**config.mk**
```make
export PLATFORM = sky130hd
export DESIGN_NAME = ib_seg_fetcher
export DESIGN_NICKNAME = d
export VERILOG_FILES = /design/src/rtl/ib_fetch_pkg.sv /design/src/rtl/ib_entry_queue.sv /design/src/rtl/ib_seg_tracker.sv /design/src/rtl/ib_word_port.sv /design/src/rtl/ib_seg_fetcher.sv
export SDC_FILE = /design/constraint.sdc
export NUM_CORES = 1
export LEC_CHECK = 0
export BUFFER_PORTS_ARGS = -buffer_cell sky130_fd_sc_hd__buf_2
export CORE_MARGIN = 2
export CORE_UTILIZATION = 51
export DETAILED_ROUTE_END_ITERATION = 16
export PLACE_DENSITY = 0.75
export SYNTH_ARGS = -nofsm -noshare
export SYNTH_HDL_FRONTEND = slang
export SYNTH_HIERARCHICAL = 1
export SYNTH_SLANG_ARGS = --single-unit
```
**constraint.sdc**
```tcl
create_clock -name clk -period 4.31 [get_ports clk]
set_clock_uncertainty 0.1 [all_clocks]
set_input_delay 0.431 -clock clk [delete_from_list [all_inputs] [get_ports clk]]
set_output_delay 0.431 -clock clk [all_outputs]
set_load 0.1 [all_outputs]
```
**src/rtl/ib_fetch_pkg.sv**
```systemverilog
// Package: shared widths, descriptor field positions and types for the
// indirect segment fetcher. Field positions follow the descriptor format.
package ib_fetch_pkg;

    localparam int ENT_W    = 64;
    localparam int ADDR_W   = 40;
    localparam int SIZE_W   = 21;
    localparam int NM_BIT   = 41;
    localparam int SIZE_LSB = 42;
    localparam int WORD_B   = 4;

    // Compact descriptor as stored in the queue (reserved bits dropped).
    typedef struct packed {
        logic [SIZE_W-1:0] size;
        logic              non_main;
        logic [ADDR_W-1:0] addr;
    } seg_desc_t;

    localparam int DESC_W = $bits(seg_desc_t);

    typedef enum logic [1:0] {
        PS_IDLE = 2'd0,
        PS_WAIT = 2'd1,
        PS_HOLD = 2'd2
    } port_st_t;

    // Byte address one past the last word of a segment.
    function automatic logic [ADDR_W-1:0] seg_end(input logic [ADDR_W-1:0] base,
                                                  input logic [SIZE_W-1:0] words);
        return base + {{(ADDR_W-SIZE_W-2){1'b0}}, words, 2'b00};
    endfunction

endpackage

```
**src/rtl/ib_entry_queue.sv**
```systemverilog
// Module: ib_entry_queue
// Circular descriptor queue. A push is taken only while not full; a pop is
// taken only while not empty. The head entry is visible combinationally.
// Assumes DEPTH >= 2.
module ib_entry_queue #(
    parameter int DEPTH = 4,
    parameter int EW    = 62
) (
    input  logic          clk,
    input  logic          rst_n,
    input  logic          push_valid,
    input  logic [EW-1:0] push_data,
    input  logic          pop,
    output logic [EW-1:0] head,
    output logic          full,
    output logic          empty
);

    localparam int IW = (DEPTH > 1) ? $clog2(DEPTH) : 1;
    localparam int CW = $clog2(DEPTH + 1);
    localparam logic [IW-1:0] LAST_IDX = IW'(DEPTH - 1);

    logic [EW-1:0] store [DEPTH];
    logic [IW-1:0] wr_idx;
    logic [IW-1:0] rd_idx;
    logic [CW-1:0] fill;
    logic          push_ok;
    logic          pop_ok;

    assign full    = (fill == CW'(DEPTH));
    assign empty   = (fill == '0);
    assign push_ok = push_valid && !full;
    assign pop_ok  = pop && !empty;
    assign head    = store[rd_idx];

    // Write the pushed descriptor into its slot.
    always_ff @(posedge clk) begin
        if (push_ok) begin
            store[wr_idx] <= push_data;
        end
    end

    // Advance indices and occupancy.
    always_ff @(posedge clk) begin
        if (!rst_n) begin
            wr_idx <= '0;
            rd_idx <= '0;
            fill   <= '0;
        end else begin
            if (push_ok) begin
                wr_idx <= (wr_idx == LAST_IDX) ? '0 : wr_idx + 1'b1;
            end
            if (pop_ok) begin
                rd_idx <= (rd_idx == LAST_IDX) ? '0 : rd_idx + 1'b1;
            end
            case ({push_ok, pop_ok})
                2'b10:   fill <= fill + 1'b1;
                2'b01:   fill <= fill - 1'b1;
                default: fill <= fill;
            endcase
        end
    end

endmodule

```
**src/rtl/ib_seg_tracker.sv**
```systemverilog
// Module: ib_seg_tracker
// Holds the read, end and resume pointers of the active segment. A load
// replaces the segment; an advance steps the read pointer by one word and,
// for main segments, copies it into the resume pointer. Assumes load and
// advance never coincide (advance needs words left, load needs none).
module ib_seg_tracker
    import ib_fetch_pkg::*;
(
    input  logic              clk,
    input  logic              rst_n,
    input  logic              load,
    input  seg_desc_t         load_desc,
    input  logic              adv,
    output logic [ADDR_W-1:0] rd_ptr,
    output logic [ADDR_W-1:0] end_ptr,
    output logic [ADDR_W-1:0] main_ptr,
    output logic              non_main,
    output logic              seg_done
);

    logic [ADDR_W-1:0] rd_next;

    assign rd_next  = rd_ptr + ADDR_W'(WORD_B);
    assign seg_done = (rd_ptr == end_ptr);

    // Segment pointers: load new bounds or step one word.
    always_ff @(posedge clk) begin
        if (!rst_n) begin
            rd_ptr   <= '0;
            end_ptr  <= '0;
            non_main <= 1'b0;
        end else if (load) begin
            rd_ptr   <= load_desc.addr;
            end_ptr  <= seg_end(load_desc.addr, load_desc.size);
            non_main <= load_desc.non_main;
        end else if (adv) begin
            rd_ptr   <= rd_next;
        end
    end

    // Resume pointer follows reads of main segments only.
    always_ff @(posedge clk) begin
        if (!rst_n) begin
            main_ptr <= '0;
        end else if (adv && !non_main) begin
            main_ptr <= rd_next;
        end
    end

endmodule

```
**src/rtl/ib_word_port.sv**
```systemverilog
// Module: ib_word_port
// Issues one word read at a time from the read pointer, waits for its
// response, and holds the word on the output stream until accepted.
// Assumes the memory returns exactly one response per accepted request;
// responses arriving outside the wait state are ignored.
module ib_word_port
    import ib_fetch_pkg::*;
#(
    parameter int DW = 32
) (
    input  logic              clk,
    input  logic              rst_n,
    input  logic              seg_done,
    input  logic [ADDR_W-1:0] rd_ptr,
    output logic              adv,
    output logic              mem_req_valid,
    input  logic              mem_req_ready,
    output logic [ADDR_W-1:0] mem_req_addr,
    input  logic              mem_rsp_valid,
    input  logic [DW-1:0]     mem_rsp_data,
    output logic              word_valid,
    input  logic              word_ready,
    output logic [DW-1:0]     word_data
);

    port_st_t      st;
    logic [DW-1:0] word_q;

    assign mem_req_valid = (st == PS_IDLE) && !seg_done;
    assign mem_req_addr  = rd_ptr;
    assign adv           = mem_req_valid && mem_req_ready;
    assign word_valid    = (st == PS_HOLD);
    assign word_data     = word_q;

    // Request / wait / hold sequencing for a single word.
    always_ff @(posedge clk) begin
        if (!rst_n) begin
            st     <= PS_IDLE;
            word_q <= '0;
        end else begin
            case (st)
                PS_IDLE: if (adv) st <= PS_WAIT;
                PS_WAIT: if (mem_rsp_valid) begin
                    word_q <= mem_rsp_data;
                    st     <= PS_HOLD;
                end
                PS_HOLD: if (word_ready) st <= PS_IDLE;
                default: st <= PS_IDLE;
            endcase
        end
    end

endmodule

```
**src/rtl/ib_seg_fetcher.sv**
```systemverilog
// Module: ib_seg_fetcher
// Top of the indirect segment fetcher: unpacks pushed descriptors, queues
// them, loads the next one when the active segment is spent and indirect
// mode is on, and streams the segment's words from memory in order.
// Assumes a memory port with one response per accepted request.
module ib_seg_fetcher
    import ib_fetch_pkg::*;
#(
    parameter int DEPTH = 4,
    parameter int DW    = 32
) (
    input  logic              clk,
    input  logic              rst_n,
    input  logic              ind_en,
    input  logic              ent_push_valid,
    input  logic [ENT_W-1:0]  ent_push_data,
    output logic              ent_q_full,
    output logic              ent_q_empty,
    output logic              mem_req_valid,
    input  logic              mem_req_ready,
    output logic [ADDR_W-1:0] mem_req_addr,
    input  logic              mem_rsp_valid,
    input  logic [DW-1:0]     mem_rsp_data,
    output logic              word_valid,
    input  logic              word_ready,
    output logic [DW-1:0]     word_data,
    output logic [ADDR_W-1:0] rd_ptr,
    output logic [ADDR_W-1:0] end_ptr,
    output logic [ADDR_W-1:0] main_ptr,
    output logic              seg_non_main
);

    seg_desc_t         push_desc;
    logic [DESC_W-1:0] q_head;
    seg_desc_t         head_desc;
    logic              seg_done;
    logic              load;
    logic              adv;
    logic              rsvd_unused;

    // Unpack descriptor fields at their fixed positions.
    assign push_desc.addr     = ent_push_data[ADDR_W-1:0];
    assign push_desc.non_main = ent_push_data[NM_BIT];
    assign push_desc.size     = ent_push_data[SIZE_LSB +: SIZE_W];
    assign rsvd_unused        = ^{ent_push_data[ENT_W-1], ent_push_data[ADDR_W]};

    assign head_desc = seg_desc_t'(q_head);
    assign load      = seg_done && ind_en && !ent_q_empty;

    ib_entry_queue #(
        .DEPTH (DEPTH),
        .EW    (DESC_W)
    ) u_queue (
        .clk        (clk),
        .rst_n      (rst_n),
        .push_valid (ent_push_valid),
        .push_data  (push_desc),
        .pop        (load),
        .head       (q_head),
        .full       (ent_q_full),
        .empty      (ent_q_empty)
    );

    ib_seg_tracker u_track (
        .clk       (clk),
        .rst_n     (rst_n),
        .load      (load),
        .load_desc (head_desc),
        .adv       (adv),
        .rd_ptr    (rd_ptr),
        .end_ptr   (end_ptr),
        .main_ptr  (main_ptr),
        .non_main  (seg_non_main),
        .seg_done  (seg_done)
    );

    ib_word_port #(
        .DW (DW)
    ) u_port (
        .clk           (clk),
        .rst_n         (rst_n),
        .seg_done      (seg_done),
        .rd_ptr        (rd_ptr),
        .adv           (adv),
        .mem_req_valid (mem_req_valid),
        .mem_req_ready (mem_req_ready),
        .mem_req_addr  (mem_req_addr),
        .mem_rsp_valid (mem_rsp_valid),
        .mem_rsp_data  (mem_rsp_data),
        .word_valid    (word_valid),
        .word_ready    (word_ready),
        .word_data     (word_data)
    );

endmodule

```
---- After elaboration in Yosys (flattened, before gate mapping) ----
Memories as Yosys holds them, arrays and structs flattened. A register that Yosys moved wholly into a read port is not among the register bits.
Index checks and enable logic that the tools add are counted.
cells by class
  reductions and logical operators ........ 17
  mux-type cells .......................... 13
  $add $sub $neg .......................... 6
  equality and inequality tests ........... 11
operators by type and width
  cell                     number
  $mux W40                 2
  $add A40 B23 Y40         1
  $add A40 B3 Y40 const B  1
  $eq A40 B40 Y1           1
  $mux W2                  7
  $eq A2 B2 Y1 const B     4
  $logic_and A1 B1 Y1      7
  $pmux W2 S3              1
  $pmux W3 S2              1
  $add A2 B1 Y2 const B    2
  $eq A2 B1 Y1 const B     2
  $logic_not A1 Y1         4
  $ne A2 B2 Y1 const B     2
  $reduce_bool A2 Y1       2
  $add A3 B1 Y3 const B    1
  $eq A3 B3 Y1 const B     1
  $logic_not A3 Y1         1
  $reduce_and A3 Y1        1
  $sub A3 B1 Y3 const B    1
  $logic_not A2 Y1         1
  $mux W1                  2
  $ne A2 B1 Y1 const B     1
  $reduce_and A2 Y1        1
storage, ports and cells
  bits of input ports ..................... 103
  RAM bits ................................ 248
  memories kept ........................... 1
  flip-flop bits (word level) ............. 162
  output and inout port bits .............. 197
memory list
  name           depth  bits a word  read ports  clocked after Yosys merged registers in  wr ports  line                  source
  u_queue.store  4      62           1           1                                        1         ib_entry_queue.sv:23  logic [EW-1:0] store [DEPTH];

---- Logic depth before layout (Yosys ltp) ----
  depth after elaboration ................. 6
  depth in mapped cells ................... 14

---- Modules after synthesis ----
The synthesis kept the hierarchy.
by module, submodules not included
  module          sequential area each (µm²)  cells an instance  instances  area each (µm²)
  ib_entry_queue  7627.3                      380                1          9510.4
  ib_seg_tracker  2422.3                      910                1          7403.4
  ib_word_port    680.7                       191                1          1717.9
  ib_seg_fetcher  0.0                         1                  1          8.8

---- Worst setup path before layout ----
OpenSTA, ideal clock, no wires.
  kind .................................... register to output
  start ................................... register u_track.rd_ptr[5]
  end ..................................... output mem_req_valid
  data required time ...................... 3779 ps
  slack ................................... 87 ps
  cell stages (with the launch flop) ...... 7
  data arrival time ....................... 3692 ps
  cell sequence ........................... dfxtp_1 -> buf_2 -> xor2_1 -> nor4_1 -> nand4_1 -> nor4_1 -> nor3_1
on the way
  word-level cells in the longest chain between the ends .. 3
RTL lines
  what                      line                  source
  start: declaration        ib_seg_tracker.sv:14  output logic [ADDR_W-1:0] rd_ptr,
  start signal: assignment  ib_seg_tracker.sv:33  rd_ptr <= load_desc.addr;
  start signal: assignment  ib_seg_tracker.sv:37  rd_ptr <= rd_next;
  $eq A40 B40 Y1            ib_seg_tracker.sv:24  assign seg_done = (rd_ptr == end_ptr);
  net seg_done              ib_seg_fetcher.sv:36  logic seg_done;
  $logic_not A1 Y1          ib_word_port.sv:29    assign mem_req_valid = (st == PS_IDLE) && !seg_done;
  $logic_and A1 B1 Y1       ib_word_port.sv:29
  end: declaration          ib_seg_fetcher.sv:19  output logic mem_req_valid,
The timed path passes the listed nets, and every way through them passes these cells.

==> results_dict.tcl <==
set metrics [dict create \
    grt_pass1_wl_um 71500 \
    grt_max_degree 77 \
    grt_antenna_before_repair 3 \
    worst_setup_path_end_kind "flip-flop" \
    wirelength_um 47600 \
    status "complete, no violations" \
    post-cts-setup-buffers 0 \
    drive_gt1_frac 0.266 \
    drt_pre_antenna_iters 6 \
    avgSynthCellArea_um2 12.6 \
    worstPathRequired_ns 4.62 \
    crit_path_top_delay_cell "dfxtp_4" \
    min_period_ns 3.90 \
    netlist_instances 1482 \
    overflow 0 \
    drt_iter0_markers 1362 \
    final-setup-viol-count 0 \
    track_usage 0.245 \
    rsz0062_at_grt "false" \
    start_kind "flip-flop" \
    synth_seq_cells 412 \
    crit_chain "buf_4 -> mux4_2 -> ha_1 -> a21oi_1 -> o21ai_0 -> a221o_1 -> o31a_1 -> a21oi_2 -> mux2i_1 -> a211o_1" \
    cap_violations 0 \
    ctsHoldBuffers 36 \
    ys_seq_area_frac 0.576 \
    critPathMaxFanout 17 \
    routed-via-count 12900 \
    netlist_area_um2 18600 \
    worstMarginPinSlew_ns 0.999 \
    hold_viol 0 \
    htreeDepth 2 \
    nets 1890 \
    die_h_um 195 \
    portBuffers 297 \
    netlist-cell-type-count 73 \
    tns_ns 0 \
    clock_latency_ns 0.54 \
    ios 300 \
    synth-edff-count 248 \
    place_congestion 0.936 \
    max_clock_freq_mhz 256 \
    cts_buffers 41 \
    holdCritPathClass "in2reg" \
    area_growth_pct 16.8 \
    crit_type "reg2reg" \
    fillers 2894 \
    crit_arrival_ns 4.21 \
    die_area_um2 38100 \
    clk_pin_slew_ns 0.06 \
    start_util 0.514 \
    synthFlopType "edfxtp_1" \
    critical_path.max_stage_delay_ns 0.58 \
    row_count 70 \
    yosys_warnings 6 \
    post-route-period-util 0.905 \
    dp_hpwl_um 33000 \
    cts_tree "yes" \
    clkSinkCount 412 \
    wl_per_cell_um 21.1 \
    grt_pass1_vias 12000 \
    cts_resized 0 \
    route.detailed.drc 0 \
    root_buffer "clkbuf_16" \
    via_per_inst 5.74 \
    synth_nets 1615 \
    ctsLongestPathBuffers 3 \
    die_w_um 195 \
    core_um2 36300 \
    slew_headroom 0.334 \
    async_flop_share 0 \
    ant_nets 0 \
    final_max_slew_viol_count 0 \
]
-- synthesized netlist by cell type (3+ instances only) --
library cell / count / area share
nor3_1: 15 / 0.0040
buf_4: 47 / 0.019
a22oi_1: 3 / 0.0012
o21ai_0: 47 / 0.013
buf_12: 9 / 0.0097
a31oi_1: 6 / 0.0020
nor3b_1: 3 / 0.0012
nor2_1: 97 / 0.020
mux2i_1: 54 / 0.029
and4_1: 5 / 0.0023
xor2_1: 89 / 0.042
mux4_2: 60 / 0.072
and3_1: 16 / 0.0054
nand4_1: 22 / 0.0074
o211ai_1: 10 / 0.0040
or4_1: 6 / 0.0024
and2_1: 10 / 0.0034
nand2b_1: 11 / 0.0037
a211o_1: 3 / 0.0014
a211oi_1: 43 / 0.017
ha_1: 28 / 0.019
nand3_1: 46 / 0.012
xnor2_1: 36 / 0.017
nor2b_1: 10 / 0.0034
buf_6: 7 / 0.0042
dfxtp_1: 164 / 0.18
o31ai_1: 3 / 0.0012
a21oi_1: 61 / 0.016
nand2_1: 156 / 0.031
inv_1: 18 / 0.0036
edfxtp_1: 248 / 0.40
clkbuf_8: 3 / 0.0022
clkbuf_1: 40 / 0.0081
o21bai_1: 3 / 0.0012
nor4_1: 11 / 0.0037
buf_2: 22 / 0.0059
a21o_1: 8 / 0.0032
buf_1: 4 / 0.00081
or3_1: 9 / 0.0030
a311oi_1: 6 / 0.0028
-- routing by layer --
metal,up-vias,share of wire,global-route usage
met5,-,0.00048,0
met4,4,0.032,0.0837
met3,90,0.075,0.0416
met2,625,0.47,0.393
met1,6252,0.42,0.340
li1,5974,-,-
-- cell type report --
class / count / area (µm²) / area share
diodes: 1 / 2.50 / 0.000115
clock buffers: 56 / 1180 / 0.0544
clock inverters: 18 / 136 / 0.00626
inverters: 18 / 67.6 / 0.00310
multi-input cells: 919 / 6930 / 0.318
flip-flops and latches: 412 / 10700 / 0.493
well taps: 468 / 586 / 0.0269
repair buffers: 365 / 2130 / 0.0977
-- registers in the layout, indices dropped and copies added (netlist names), named ones only --
signal,count
u_track/end_ptr,40
u_port/st,2
u_track/rd_ptr,40
u_track/main_ptr,40
u_queue/rd_idx,2
u_track/non_main,1
u_port/word_data,32
u_queue/wr_idx,2
u_queue/store,248
u_queue/fill,3
-- worst max-delay path, delay by kind of cell (launching register included) --
kind,cells,cell delay (ns)
adders and majority gates,1,0.40
AOI/OAI and AO/OA,6,1.67
buffers and inverters,1,0.26
DFF,1,0.58
muxes,2,0.75
-- final timing paths --
check	from	end	slack [ns]	depth (start not counted)
max	flip-flop	u_track/end_ptr[29]	0.41	10
min	ent_push_data[36]	u_queue/store[2][36]	0.02	1
max reg2reg	flip-flop	u_track/end_ptr[29]	0.41	10
min reg2reg	u_track/main_ptr[0]	u_track/main_ptr[0]	0.35	2
-- logic make-up (layout without fill, tap and decap cells) --
family | after synthesis | after routing | synth area share
other cells | 0 | 1 | 0
fa+ha+maj | 30 | 30 | 0.0209
compound gates | 212 | 212 | 0.0723
xor+xnor | 125 | 125 | 0.0587
flops | 412 | 412 | 0.576
simple gates | 434 | 434 | 0.113
mux | 118 | 118 | 0.106
buf+inv | 151 | 457 | 0.0537
-- per-stage QoR --
stage / worst slack (ns) / instances / hold WS [ns] / utilization / area [µm²]
after floorplan: 0.0874 / 1482 / 0.368 / - / 18600
after global routing: 0.193 / 2256 / 0.00709 / 0.600 / 21800
after detailed placement: 0.517 / 2146 / 0.344 / 0.554 / 20100
final: 0.411 / 2257 / 0.0191 / 0.600 / 21800
after CTS: 0.446 / 2256 / 0.0000738 / 0.600 / 21800
after global placement: 0.573 / 2146 / 0.339 / 0.554 / 20100
-- cells in the final DEF, fill, tap and decap left out, types with 46 or more instances in the layout --
cell and instances:
mux4_2 60, buf_2 296, dfxtp_1 162, xor2_1 89, mux2i_1 54, o21ai_0 47
nor2_1 96, nand2_1 156, a21oi_1 61, edfxtp_1 248, nand3_1 46
Power is not shown: default switching activity piles up to over one toggle a cycle in this logic, so the estimate is an artifact.
